### src/rtl/blit_pkg.sv
package blit_pkg;
   localparam int unsigned REG_COUNT = 16;
   localparam int unsigned PIX_W     = 8;
   localparam int unsigned DIM_W     = 8;

   localparam logic [3:0] RA_CTRL = 4'hF;

   // mode byte bits
   localparam int unsigned MB_BACK = 0;
   localparam int unsigned MB_HOST = 2;
   localparam int unsigned MB_PAT  = 6;
   localparam int unsigned MB_CEXP = 7;
   // extension byte bits
   localparam int unsigned XB_INV   = 1;
   localparam int unsigned XB_SOLID = 2;
   // control byte bits
   localparam int unsigned CB_START = 1;
   localparam int unsigned CB_RESET = 2;

   typedef enum logic [2:0] {
      ST_IDLE, ST_HOST, ST_SRC, ST_DST, ST_WR
   } blit_state_e;

   typedef struct packed {
      logic [7:0]  wm1;
      logic [7:0]  hm1;
      logic [15:0] dpitch;
      logic [15:0] spitch;
      logic [15:0] dbase;
      logic [15:0] sbase;
      logic [7:0]  mode;
      logic [7:0]  ext;
      logic [7:0]  rop;
      logic [7:0]  fg;
      logic [7:0]  bg;
   } blit_cfg_t;

   function automatic logic [PIX_W-1:0] rop_apply(input logic [7:0] code,
                                                  input logic [PIX_W-1:0] s,
                                                  input logic [PIX_W-1:0] d);
      case (code)
         8'h00:   return '0;
         8'h05:   return s & d;
         8'h06:   return d;
         8'h09:   return s & ~d;
         8'h0B:   return ~d;
         8'h0D:   return s;
         default: return d;
      endcase
   endfunction
endpackage

### src/rtl/blit_regs.sv
module blit_regs
   import blit_pkg::*;
(
   input  logic       clk,
   input  logic       rst_n,
   input  logic       we,
   input  logic [3:0] addr,
   input  logic [7:0] wdata,
   input  logic       busy,
   output blit_cfg_t  cfg,
   output logic       start,
   output logic       abort
);
   logic [7:0] bank [REG_COUNT-1];

   for (genvar i = 0; i < REG_COUNT - 1; i++) begin : g_reg
      logic [7:0] q;
      always_ff @(posedge clk or negedge rst_n) begin
         if (!rst_n)
            q <= '0;
         else if (we && !busy && addr == 4'(i))
            q <= wdata;
      end
      assign bank[i] = q;
   end

   always_comb begin
      cfg.wm1    = bank[0];
      cfg.hm1    = bank[1];
      cfg.dpitch = {bank[3], bank[2]};
      cfg.spitch = {bank[5], bank[4]};
      cfg.dbase  = {bank[7], bank[6]};
      cfg.sbase  = {bank[9], bank[8]};
      cfg.mode   = bank[10];
      cfg.ext    = bank[11];
      cfg.rop    = bank[12];
      cfg.fg     = bank[13];
      cfg.bg     = bank[14];
   end

   wire ctrl_wr = we && addr == RA_CTRL;
   assign abort = ctrl_wr && wdata[CB_RESET];
   assign start = ctrl_wr && wdata[CB_START] && !wdata[CB_RESET] && !busy;

   // page frozen while an operation runs
   a_r12_cfg_frozen: assert property (@(posedge clk) disable iff (!rst_n)
      busy && we && addr != RA_CTRL |=> $stable(cfg));
endmodule

### src/rtl/blit_pixel.sv
module blit_pixel
   import blit_pkg::*;
#(
   parameter int unsigned AW = 12
) (
   input  logic [AW-1:0]    sbase,
   input  logic [DIM_W-1:0] col,
   input  logic [DIM_W-1:0] row,
   input  logic [AW-1:0]    src_row,
   input  logic             back,
   input  logic             pat,
   input  logic             cexp,
   input  logic             inv,
   input  logic             solid,
   input  logic             host_mode,
   input  logic [7:0]       fg,
   input  logic [7:0]       bg,
   input  logic [7:0]       rop,
   input  logic [PIX_W-1:0] src_q,
   input  logic [PIX_W-1:0] host_byte,
   input  logic [PIX_W-1:0] dst_q,
   output logic [AW-1:0]    src_addr,
   output logic [PIX_W-1:0] result
);
   logic [AW-1:0]    step;
   logic             mask;
   logic [PIX_W-1:0] sval;

   always_comb begin
      step = cexp ? AW'(col[DIM_W-1:3]) : AW'(col);
      if (pat && cexp)
         src_addr = {sbase[AW-1:3], row[2:0]};
      else if (pat)
         src_addr = {sbase[AW-1:2], 2'b00} + AW'({row[2:0], 3'b000}) + AW'(col[2:0]);
      else
         src_addr = back ? src_row - step : src_row + step;

      mask = solid | (src_q[~col[2:0]] ^ inv);
      if (solid || cexp)
         sval = mask ? fg : bg;
      else if (host_mode)
         sval = host_byte;
      else
         sval = src_q;
      result = rop_apply(rop, sval, dst_q);
   end
endmodule

### src/rtl/blit_walker.sv
module blit_walker
   import blit_pkg::*;
#(
   parameter int unsigned AW      = 12,
   parameter bit          HOST_EN = 1'b1
) (
   input  logic             clk,
   input  logic             rst_n,
   input  logic             start,
   input  logic             abort,
   input  logic [DIM_W-1:0] wm1,
   input  logic [DIM_W-1:0] hm1,
   input  logic [AW-1:0]    dpitch,
   input  logic [AW-1:0]    spitch,
   input  logic [AW-1:0]    dbase,
   input  logic [AW-1:0]    sbase,
   input  logic             back,
   input  logic             solid,
   input  logic             host_mode,
   input  logic             host_valid,
   input  logic [31:0]      host_word,
   input  logic [PIX_W-1:0] fb_rdata,
   input  logic [AW-1:0]    pix_src_addr,
   input  logic [PIX_W-1:0] pix_result,
   output logic             busy,
   output logic             host_wait,
   output logic [DIM_W-1:0] col,
   output logic [DIM_W-1:0] row,
   output logic [AW-1:0]    src_row,
   output logic [PIX_W-1:0] src_q,
   output logic [PIX_W-1:0] host_byte,
   output logic             fb_re,
   output logic             fb_we,
   output logic [AW-1:0]    fb_addr,
   output logic [PIX_W-1:0] fb_wdata
);
   blit_state_e   st_q, st_d;
   logic [AW-1:0] drow_q, srow_q;
   logic [2:0]    hcnt_q, hcnt_nx;
   logic          use_host;

   wire last_col = col == wm1;
   wire last_row = row == hm1;
   wire [AW-1:0] dst_addr = back ? drow_q - AW'(col) : drow_q + AW'(col);

   assign use_host = HOST_EN && host_mode;
   assign hcnt_nx  = last_col ? 3'd0 : hcnt_q - 3'd1;

   function automatic blit_state_e entry(input logic [2:0] hc);
      if (solid)         return ST_DST;
      else if (use_host) return (hc == 3'd0) ? ST_HOST : ST_DST;
      else               return ST_SRC;
   endfunction

   always_comb begin
      st_d = st_q;
      case (st_q)
         ST_IDLE: if (start) st_d = entry(3'd0);
         ST_HOST: if (host_valid) st_d = ST_DST;
         ST_SRC:  st_d = ST_DST;
         ST_DST:  st_d = ST_WR;
         ST_WR:   st_d = (last_col && last_row) ? ST_IDLE : entry(hcnt_nx);
         default: st_d = ST_IDLE;
      endcase
      if (abort) st_d = ST_IDLE;
   end

   always_ff @(posedge clk or negedge rst_n) begin
      if (!rst_n) begin
         st_q   <= ST_IDLE;
         col    <= '0;
         row    <= '0;
         drow_q <= '0;
         srow_q <= '0;
         src_q  <= '0;
      end else begin
         st_q <= st_d;
         if (st_q == ST_IDLE && start) begin
            col    <= '0;
            row    <= '0;
            drow_q <= dbase;
            srow_q <= sbase;
         end else if (st_q == ST_WR) begin
            if (last_col) begin
               col    <= '0;
               row    <= row + 1'b1;
               drow_q <= back ? drow_q - dpitch : drow_q + dpitch;
               srow_q <= back ? srow_q - spitch : srow_q + spitch;
            end else begin
               col <= col + 1'b1;
            end
         end
         if (st_q == ST_DST) src_q <= fb_rdata;
      end
   end

   if (HOST_EN) begin : g_host
      logic [31:0] hbuf_q;
      always_ff @(posedge clk or negedge rst_n) begin
         if (!rst_n) begin
            hbuf_q <= '0;
            hcnt_q <= '0;
         end else if (st_q == ST_IDLE) begin
            hcnt_q <= '0;
         end else if (st_q == ST_HOST && host_valid) begin
            hbuf_q <= host_word;
            hcnt_q <= 3'd4;
         end else if (st_q == ST_WR && use_host && !solid) begin
            hbuf_q <= hbuf_q >> 8;
            hcnt_q <= hcnt_nx;
         end
      end
      assign host_byte = hbuf_q[PIX_W-1:0];
   end else begin : g_nohost
      logic unused_host;
      assign unused_host = host_valid ^ (^host_word);
      assign hcnt_q      = '0;
      assign host_byte   = '0;
   end

   assign busy      = st_q != ST_IDLE;
   assign host_wait = st_q == ST_HOST;
   assign src_row   = srow_q;
   assign fb_re     = st_q == ST_SRC || st_q == ST_DST;
   assign fb_we     = st_q == ST_WR;
   assign fb_addr   = (st_q == ST_SRC) ? pix_src_addr : dst_addr;
   assign fb_wdata  = pix_result;

   // the port never reads and writes in one cycle
   a_r5_port_exclusive: assert property (@(posedge clk) disable iff (!rst_n)
      !(fb_re && fb_we));
   // a host word holds at most four pixels
   a_r10_host_count: assert property (@(posedge clk) disable iff (!rst_n)
      hcnt_q <= 3'd4);
endmodule

### src/rtl/blit_engine.sv
module blit_engine
   import blit_pkg::*;
#(
   parameter int unsigned AW      = 12,
   parameter bit          HOST_EN = 1'b1
) (
   input  logic          clk,
   input  logic          rst_n,
   input  logic          reg_we,
   input  logic [3:0]    reg_addr,
   input  logic [7:0]    reg_wdata,
   output logic [7:0]    status,
   input  logic          host_valid,
   input  logic [31:0]   host_word,
   output logic          host_ready,
   output logic          fb_re,
   output logic          fb_we,
   output logic [AW-1:0] fb_addr,
   output logic [7:0]    fb_wdata,
   input  logic [7:0]    fb_rdata
);
   if (AW < 8 || AW > 16) begin : g_bad_aw
      $error("blit_engine: AW must lie in 8..16");
   end

   blit_cfg_t        cfg;
   logic             start, abort, busy, host_wait;
   logic [DIM_W-1:0] col, row;
   logic [AW-1:0]    src_row, pix_src_addr;
   logic [PIX_W-1:0] src_q, host_byte, pix_result;
   logic             unused_cfg;

   assign unused_cfg = ^{cfg.mode[5:3], cfg.mode[1], cfg.ext[7:3], cfg.ext[0],
                         cfg.dpitch, cfg.spitch, cfg.dbase, cfg.sbase};

   blit_regs u_regs (
      .clk, .rst_n, .we(reg_we), .addr(reg_addr), .wdata(reg_wdata),
      .busy, .cfg, .start, .abort
   );

   blit_walker #(.AW(AW), .HOST_EN(HOST_EN)) u_walk (
      .clk, .rst_n, .start, .abort,
      .wm1(cfg.wm1), .hm1(cfg.hm1),
      .dpitch(cfg.dpitch[AW-1:0]), .spitch(cfg.spitch[AW-1:0]),
      .dbase(cfg.dbase[AW-1:0]), .sbase(cfg.sbase[AW-1:0]),
      .back(cfg.mode[MB_BACK]), .solid(cfg.ext[XB_SOLID]),
      .host_mode(cfg.mode[MB_HOST]), .host_valid, .host_word, .fb_rdata,
      .pix_src_addr, .pix_result, .busy, .host_wait, .col, .row, .src_row,
      .src_q, .host_byte, .fb_re, .fb_we, .fb_addr, .fb_wdata
   );

   blit_pixel #(.AW(AW)) u_pix (
      .sbase(cfg.sbase[AW-1:0]), .col, .row, .src_row,
      .back(cfg.mode[MB_BACK]), .pat(cfg.mode[MB_PAT]), .cexp(cfg.mode[MB_CEXP]),
      .inv(cfg.ext[XB_INV]), .solid(cfg.ext[XB_SOLID]),
      .host_mode(cfg.mode[MB_HOST] && HOST_EN),
      .fg(cfg.fg), .bg(cfg.bg), .rop(cfg.rop), .src_q, .host_byte,
      .dst_q(fb_rdata), .src_addr(pix_src_addr), .result(pix_result)
   );

   assign status     = {3'b000, host_wait, 3'b000, busy};
   assign host_ready = host_wait;

   a_r2_start_sets_busy: assert property (@(posedge clk) disable iff (!rst_n)
      start |=> busy);
   a_r3_abort_stops: assert property (@(posedge clk) disable iff (!rst_n)
      abort |=> !busy && !fb_we);
   a_r2_busy_ends_after_write: assert property (@(posedge clk) disable iff (!rst_n)
      $fell(busy) |-> $past(fb_we) || $past(abort));
   a_r11_ready_while_busy: assert property (@(posedge clk) disable iff (!rst_n)
      host_ready |-> status[0]);
endmodule

### config.mk
export PLATFORM = sky130hd
export DESIGN_NAME = blit_engine
export DESIGN_NICKNAME = d
export VERILOG_FILES = /design/src/rtl/blit_pkg.sv /design/src/rtl/blit_regs.sv /design/src/rtl/blit_pixel.sv /design/src/rtl/blit_walker.sv /design/src/rtl/blit_engine.sv
export SDC_FILE = /design/constraint.sdc
export NUM_CORES = 1
export LEC_CHECK = 0
export ABC_AREA = 1
export ABC_CLOCK_PERIOD_IN_PS = 7700
export BUFFER_PORTS_ARGS = -buffer_cell sky130_fd_sc_hd__buf_2
export CORE_MARGIN = 2
export CORE_UTILIZATION = 40
export DETAILED_ROUTE_END_ITERATION = 8
export GPL_TIMING_DRIVEN = 0
export PLACE_DENSITY_LB_ADDON = 0.25
export SLEW_MARGIN = 20
export SYNTH_ARGS = -nofsm -noshare
export SYNTH_HDL_FRONTEND = slang
export SYNTH_SLANG_ARGS = --single-unit
### constraint.sdc
create_clock -name clk -period 7.7 [get_ports clk]
set_clock_uncertainty 0.15 [all_clocks]
set_input_delay 0.77 -clock clk [delete_from_list [all_inputs] [get_ports clk]]
set_output_delay 0.77 -clock clk [all_outputs]
set_load 0.1 [all_outputs]
# Yosys cells after proc, flatten, opt, wreduce, memory -nomap -nowiden
# Index checks and enable logic that the tools add are counted.
[totals] register_bits=185 input_bits=56 output_inout_bits=31 word_cells=157
[classes] add_sub_neg=13 order_cmp=1 eq_ne=27 mux=42 n_bitwise=7 reduce_logical=44
[ops] cell="12-bit 2-to-1 mux" count=13
[ops] cell="8-bit 2-to-1 mux" count=10
[ops] cell="32-bit 2-to-1 mux" count=2
[ops] cell="8-bit one-hot mux with 5 select lines" count=1
[ops] cell="12-bit adder" count=3
[ops] cell="12-bit subtractor" count=3
[ops] cell="4-bit == test, second input constant" count=8
[ops] cell="3-bit 2-to-1 mux" count=10
[ops] cell="1-bit logical AND" count=27
[ops] cell="8-bit by 4-bit == test with 1-bit output, second input constant" count=3
[ops] cell="8-bit by 1-bit adder with 8-bit output, second input constant" count=2
[ops] cell="8-bit AND" count=2
[ops] cell="4-bit by 3-bit == test with 1-bit output, second input constant" count=4
[ops] cell="8-bit == test" count=2
[ops] cell="3-bit one-hot mux with 5 select lines" count=1
[ops] cell="12-bit by 3-bit adder with 12-bit output" count=1
[ops] cell="12-bit by 6-bit adder with 12-bit output" count=1
[ops] cell="12-bit by 8-bit adder with 12-bit output" count=1
[ops] cell="12-bit by 8-bit subtractor with 12-bit output" count=1
[ops] cell="4-bit by 2-bit == test with 1-bit output, second input constant" count=2
[ops] cell="8-bit by 3-bit == test with 1-bit output, second input constant" count=1
[ops] cell="8-bit logical NOT" count=1
[ops] cell="8-bit inverter" count=1
[ops] cell="3-bit by 2-bit == test with 1-bit output, second input constant" count=2
[ops] cell="other kinds (20)" count=32

# Longest topological paths before layout
[depth] word_depth=9 mapped_depth=21 mapped_depth_nobuf=20

# Hierarchy
# A second synthesis with hierarchy kept.
[unflattened] cells_unflattened=1979 hier_area_um2=13985.9
[by_module_without_submodules] mod="blit_walker" n_inst=1 cells_each=1018 area_each_um2=6999.2
[by_module_without_submodules] mod="blit_regs" n_inst=1 cells_each=558 area_each_um2=4849.7
[by_module_without_submodules] mod="blit_pixel" n_inst=1 cells_each=394 area_each_um2=2073.2
[by_module_without_submodules] mod="blit_engine" n_inst=1 cells_each=9 area_each_um2=63.8

# Least setup slack after synthesis
# No wires, ideal clock.
[synth_timing] path_type="register -> output" start="reg u_walk.st_q[1]" end="out fb_addr[1]" t_arrival_ns=4.579 required_ns=6.780 slack_ns=2.201 path_stages_with_launch=6 path_buffers=1 cell_sequence="dfrtp_1 inv_1 nor2_1 nand2_1 clkbuf_1 o21ai_0"
[synth_via] elab_chain_len=2
[synth_rtl] item="start, declared" line="blit_walker.sv:37" text="blit_state_e st_q, st_d;"
[synth_rtl] item="start signal, assigned" line="blit_walker.sv:77" text="st_q <= st_d;"
[synth_rtl] item="3-bit by 2-bit == test with 1-bit output" line="blit_walker.sv:126" text="assign fb_addr = (st_q == ST_SRC) ? pix_src_addr : dst_addr;"
[synth_rtl] item="12-bit 2-to-1 mux" line="blit_walker.sv:126"
[synth_rtl] item="end, declared" line="blit_engine.sv:18" text="output logic [AW-1:0] fb_addr,"
# No other way between the ends.

# Final worst setup path
[layout_timing] start="reg u_regs.g_reg[10].q[0]" end="out fb_addr[11]"
[layout_via] elab_chain_len=4 word_cells_on_any_way=5 cone_classes="5 x mux"
[layout_rtl] item="start, declared" line="blit_regs.sv:17" text="logic [7:0] q;"
[layout_rtl] item="start signal, assigned" line="blit_regs.sv:22" text="q <= wdata;"
[layout_rtl] item="12-bit 2-to-1 mux" line="blit_pixel.sv:36" text="src_addr = back ? src_row - step : src_row + step;"
[layout_rtl] item="12-bit 2-to-1 mux" line="blit_pixel.sv:33" text="else if (pat)"
[layout_rtl] item="12-bit 2-to-1 mux" line="blit_pixel.sv:31" text="if (pat && cexp)"
[layout_rtl] item="12-bit 2-to-1 mux *" line="blit_walker.sv:126"
# Every way passes the cells marked *; elsewhere a longest branch is shown, timed or not.

==> results.md <==
| Metric | This run | Unit |
|:---|:---|:---|
| I/O pin total | 87 | - |
| Number of buffers inserted to repair setup after CTS | 0 | - |
| Width of the die | 178 | um |
| CTS tree | done | - |
| Total Routed Length | 37400 | um |
| Buffer depth of the longest clock path | 2 | - |
| Leading register cell type out of synthesis | dfrtp_1 | - |
| WP data arrival | 4360 | ps |
| Req. time, crit path | 6780 | ps |
| Routing usage on met1 | 34.6 | % |
| Starting density of the core | 40.7 | % |
| Clk Tree Root Cell | clkbuf_16 | - |
| Via count of the first global-routing pass | 10800 | - |
| Post-synthesis sequential area ratio | 37.1 | % |
| Result of the run | finished, final reports clean | - |
| Synthesized cell area | 12100 | um^2 |
| Final critical-path required period | 5280 | ps |
| Final Max Tran Viols | 0 | - |
| Worst Tran Pin Value | 904 | ps |
| Routed len/inst | 16.9 | um |
| Class of the most critical setup path | reg2out | - |
| Met3 demand-to-capacity share in global routing | 4.03 | % |
| Total Routing Usage GR | 24.3 | % |
| Number of library cell types mapped by synthesis | 48 | - |
| Worst setup path startpoint | u_regs.g_reg[10].q[0] | - |
| Sum of net half-perimeters after detailed placement | 28700 | um |
| Clock transition at the register clock pins on the worst setup and hold paths after CTS | 80 | ps |
| Synthesis-to-finish area growth | 13.1 | % |
| First-pass GRT wire length | 59400 | um |
| Max FO, Critical Path | 10 | - |
| Mean cell area of the mapped netlist | 7.14 | um^2 |
| Placeable core region | 29800 | um^2 |
| Number of nets with antenna violations after detailed routing | 0 | - |
| Number of hold buffers added after cts | 1 | - |
| Class of the tightest hold or removal check | reg2reg | - |
| Worst-case headroom to the max-slew limit | 39.7 | % |
| H-tree levels | 4 | - |
| Portion of the clock cycle consumed by the worst path in the final layout | 68.6 | % |
| Async set-or-reset flop fraction in the synthesized netlist | 100 | % |
| First-pass iteration count of the detailed router | 5 | - |
| Origin of the worst min-delay path | u_regs.g_reg[6].q[2] | - |
| Clock net sink count | 180 | - |
| Share of cells above drive strength 1 | 9.02 | % |
| Num rows | 63 | - |
| Total die area | 31800 | um^2 |
| Count of mapped cells out of synthesis | 1700 | - |
| Worst r2r src | u_regs.g_reg[10].q[0] | - |
| Synth warnings | 0 | - |
| Total DRC errors in the routed layout | 0 | - |
| Total grt overflow | 0 | - |
| Final-report setup violation count | 0 | - |
| Starting DRT DRC Count | 1004 | - |
| Port bufs | 79 | - |
| Overall via count from detail_route | 11700 | - |
| Maximum number of pins on one net before global-route repair | 86 | - |
| Initial antenna violation count | 3 | - |
| Worst-skew pair later-pin latency | 450 | ps |
| Vias per cell | 5.28 | - |
| Reported max-cap violation count | 0 | - |
| Final hold viol count | 0 | - |
| Die H | 178 | um |
| #FFs+latches synth | 180 | - |
| Number of synthesized flops with an enable pin | 0 | - |
| Global-route track usage on met2 | 37.8 | % |
| Number of gates resized after cts | 0 | - |
| Number of buffers created by CTS | 17 | - |
| Type of destination of the critical path | output port | - |
| Fmax | 189 | MHz |
| RSZ-0062 raised after global routing | no | - |
| CP Launch Type | register | - |
| Final TNS setup | 0 | ps |
| Net count reported at finish | 1923 | - |
| Most congested layer reported by global routing | met2 | - |
| Weighted congestion at the end of routability-driven global placement | 0.924 | - |
-- final cells by class --
type | instances | area [um^2]
Sequential cell | 180 | 4500
Multi-Input combinational cell | 1265 | 6620
Timing Repair Buffer | 82 | 470
Fill cell | 3100 | 16100
Buffer | 59 | 277
Inverter | 201 | 754
Tap cell | 390 | 488
Antenna cell | 2 | 5.00
Clock inverter | 15 | 183
Clock buffer | 17 | 425
-- sequential cells by signal (all words and copies together) (netlist names) --
signal	cells
u_walk.row	8
u_regs.g.q	94
u_walk.hcnt_q	3
u_walk.drow_q	12
u_walk.st_q	3
u_walk.g_host.hbuf_q	32
u_walk.col	8
u_walk.src_q	8
u_walk.src_row	12
-- cells in the mapped netlist, drive strengths merged (32+ instances only) --
cell      n  share of area, %
xor2     52               3.8
dfrtp   180                37
nand3    73               3.0
ha       56               5.8
nand2   440                14
a21oi   103               4.2
nor2    160               4.9
o21ai   221               9.1
inv     198               6.1
clkbuf   32              0.99
-- critical path, stage by stage, from the launching register on --
cell	delay, ps
dfrtp_1	320
clkbuf_1	420
clkinv_1	430
clkbuf_1	410
nand2_1	210
nand2_1	150
xnor2_1	160
ha_1	370
nand2_1	120
o21ai_0	250
nand2_1	110
nand2_1	70
nor2_1	40
nand3_1	70
nand3_1	100
nand2_1	80
nand2_1	70
nand2_1	90
buf_2	430
-- placed cells by master, fill, tap and decap left out, drive strengths merged, types with 18 or more instances in the layout --
cell | Yosys | final
clkbuf | 32 | 49
o21ai | 221 | 221
inv | 198 | 205
a31oi | 27 | 27
nor3 | 27 | 27
dfrtp | 180 | 180
buf | 27 | 108
a21oi | 103 | 103
nor2 | 160 | 160
ha | 56 | 56
nand2 | 440 | 440
xor2 | 52 | 52
nand4 | 18 | 18
nand3 | 73 | 73
-- cells by family after synthesis --
logic type      Yosys count  share of synthesized area (%)
simple gates            739                           25.6
compound gates          394                           17.5
buf+inv                 260                           8.49
flops                   180                           37.1
xor+xnor                 63                           4.55
fa+ha+maj                61                           6.60
mux                       2                          0.186
other cells               1                         0.0309
-- path summary, 6_finish.rpt --
path / cells after the start / slack, ps / to
max: 18 / 2420 / fb_addr[11]
min: 2 / 330 / u_regs.g_reg[6].q[2]
max reg2reg: 14 / 3960 / u_walk.drow_q[8]
min reg2reg: 2 / 330 / u_regs.g_reg[6].q[2]
max in group asynchronous: 3 / 6130 / u_walk.src_row[1]
min in group asynchronous: 2 / 590 / u_walk.drow_q[8]
-- layer usage --
metal  vias to the layer above  routed length [um]
met3                        53                2360
met4                         2                 973
met5                         -                  12
li1                       5796                   -
met2                       378               16300
met1                      5444               17700
-- through the flow --
stage / area, um^2 / worst slack, ps / utilization (%) / hold WS (ps) / std cells
floorplan: 12200 / 2200 / - / 298 / 1705
global placement: 13000 / 2560 / 43.8 / 316 / 2174
detailed placement: 13100 / 2960 / 44.0 / 320 / 2176
CTS: 13700 / 2460 / 46.1 / 340 / 2209
global route: 13700 / 2170 / 46.1 / 358 / 2210
finish: 13700 / 2420 / 46.1 / 335 / 2211
Power is not shown: default switching activity piles up to over one toggle a cycle in this logic, so the estimate is an artifact.
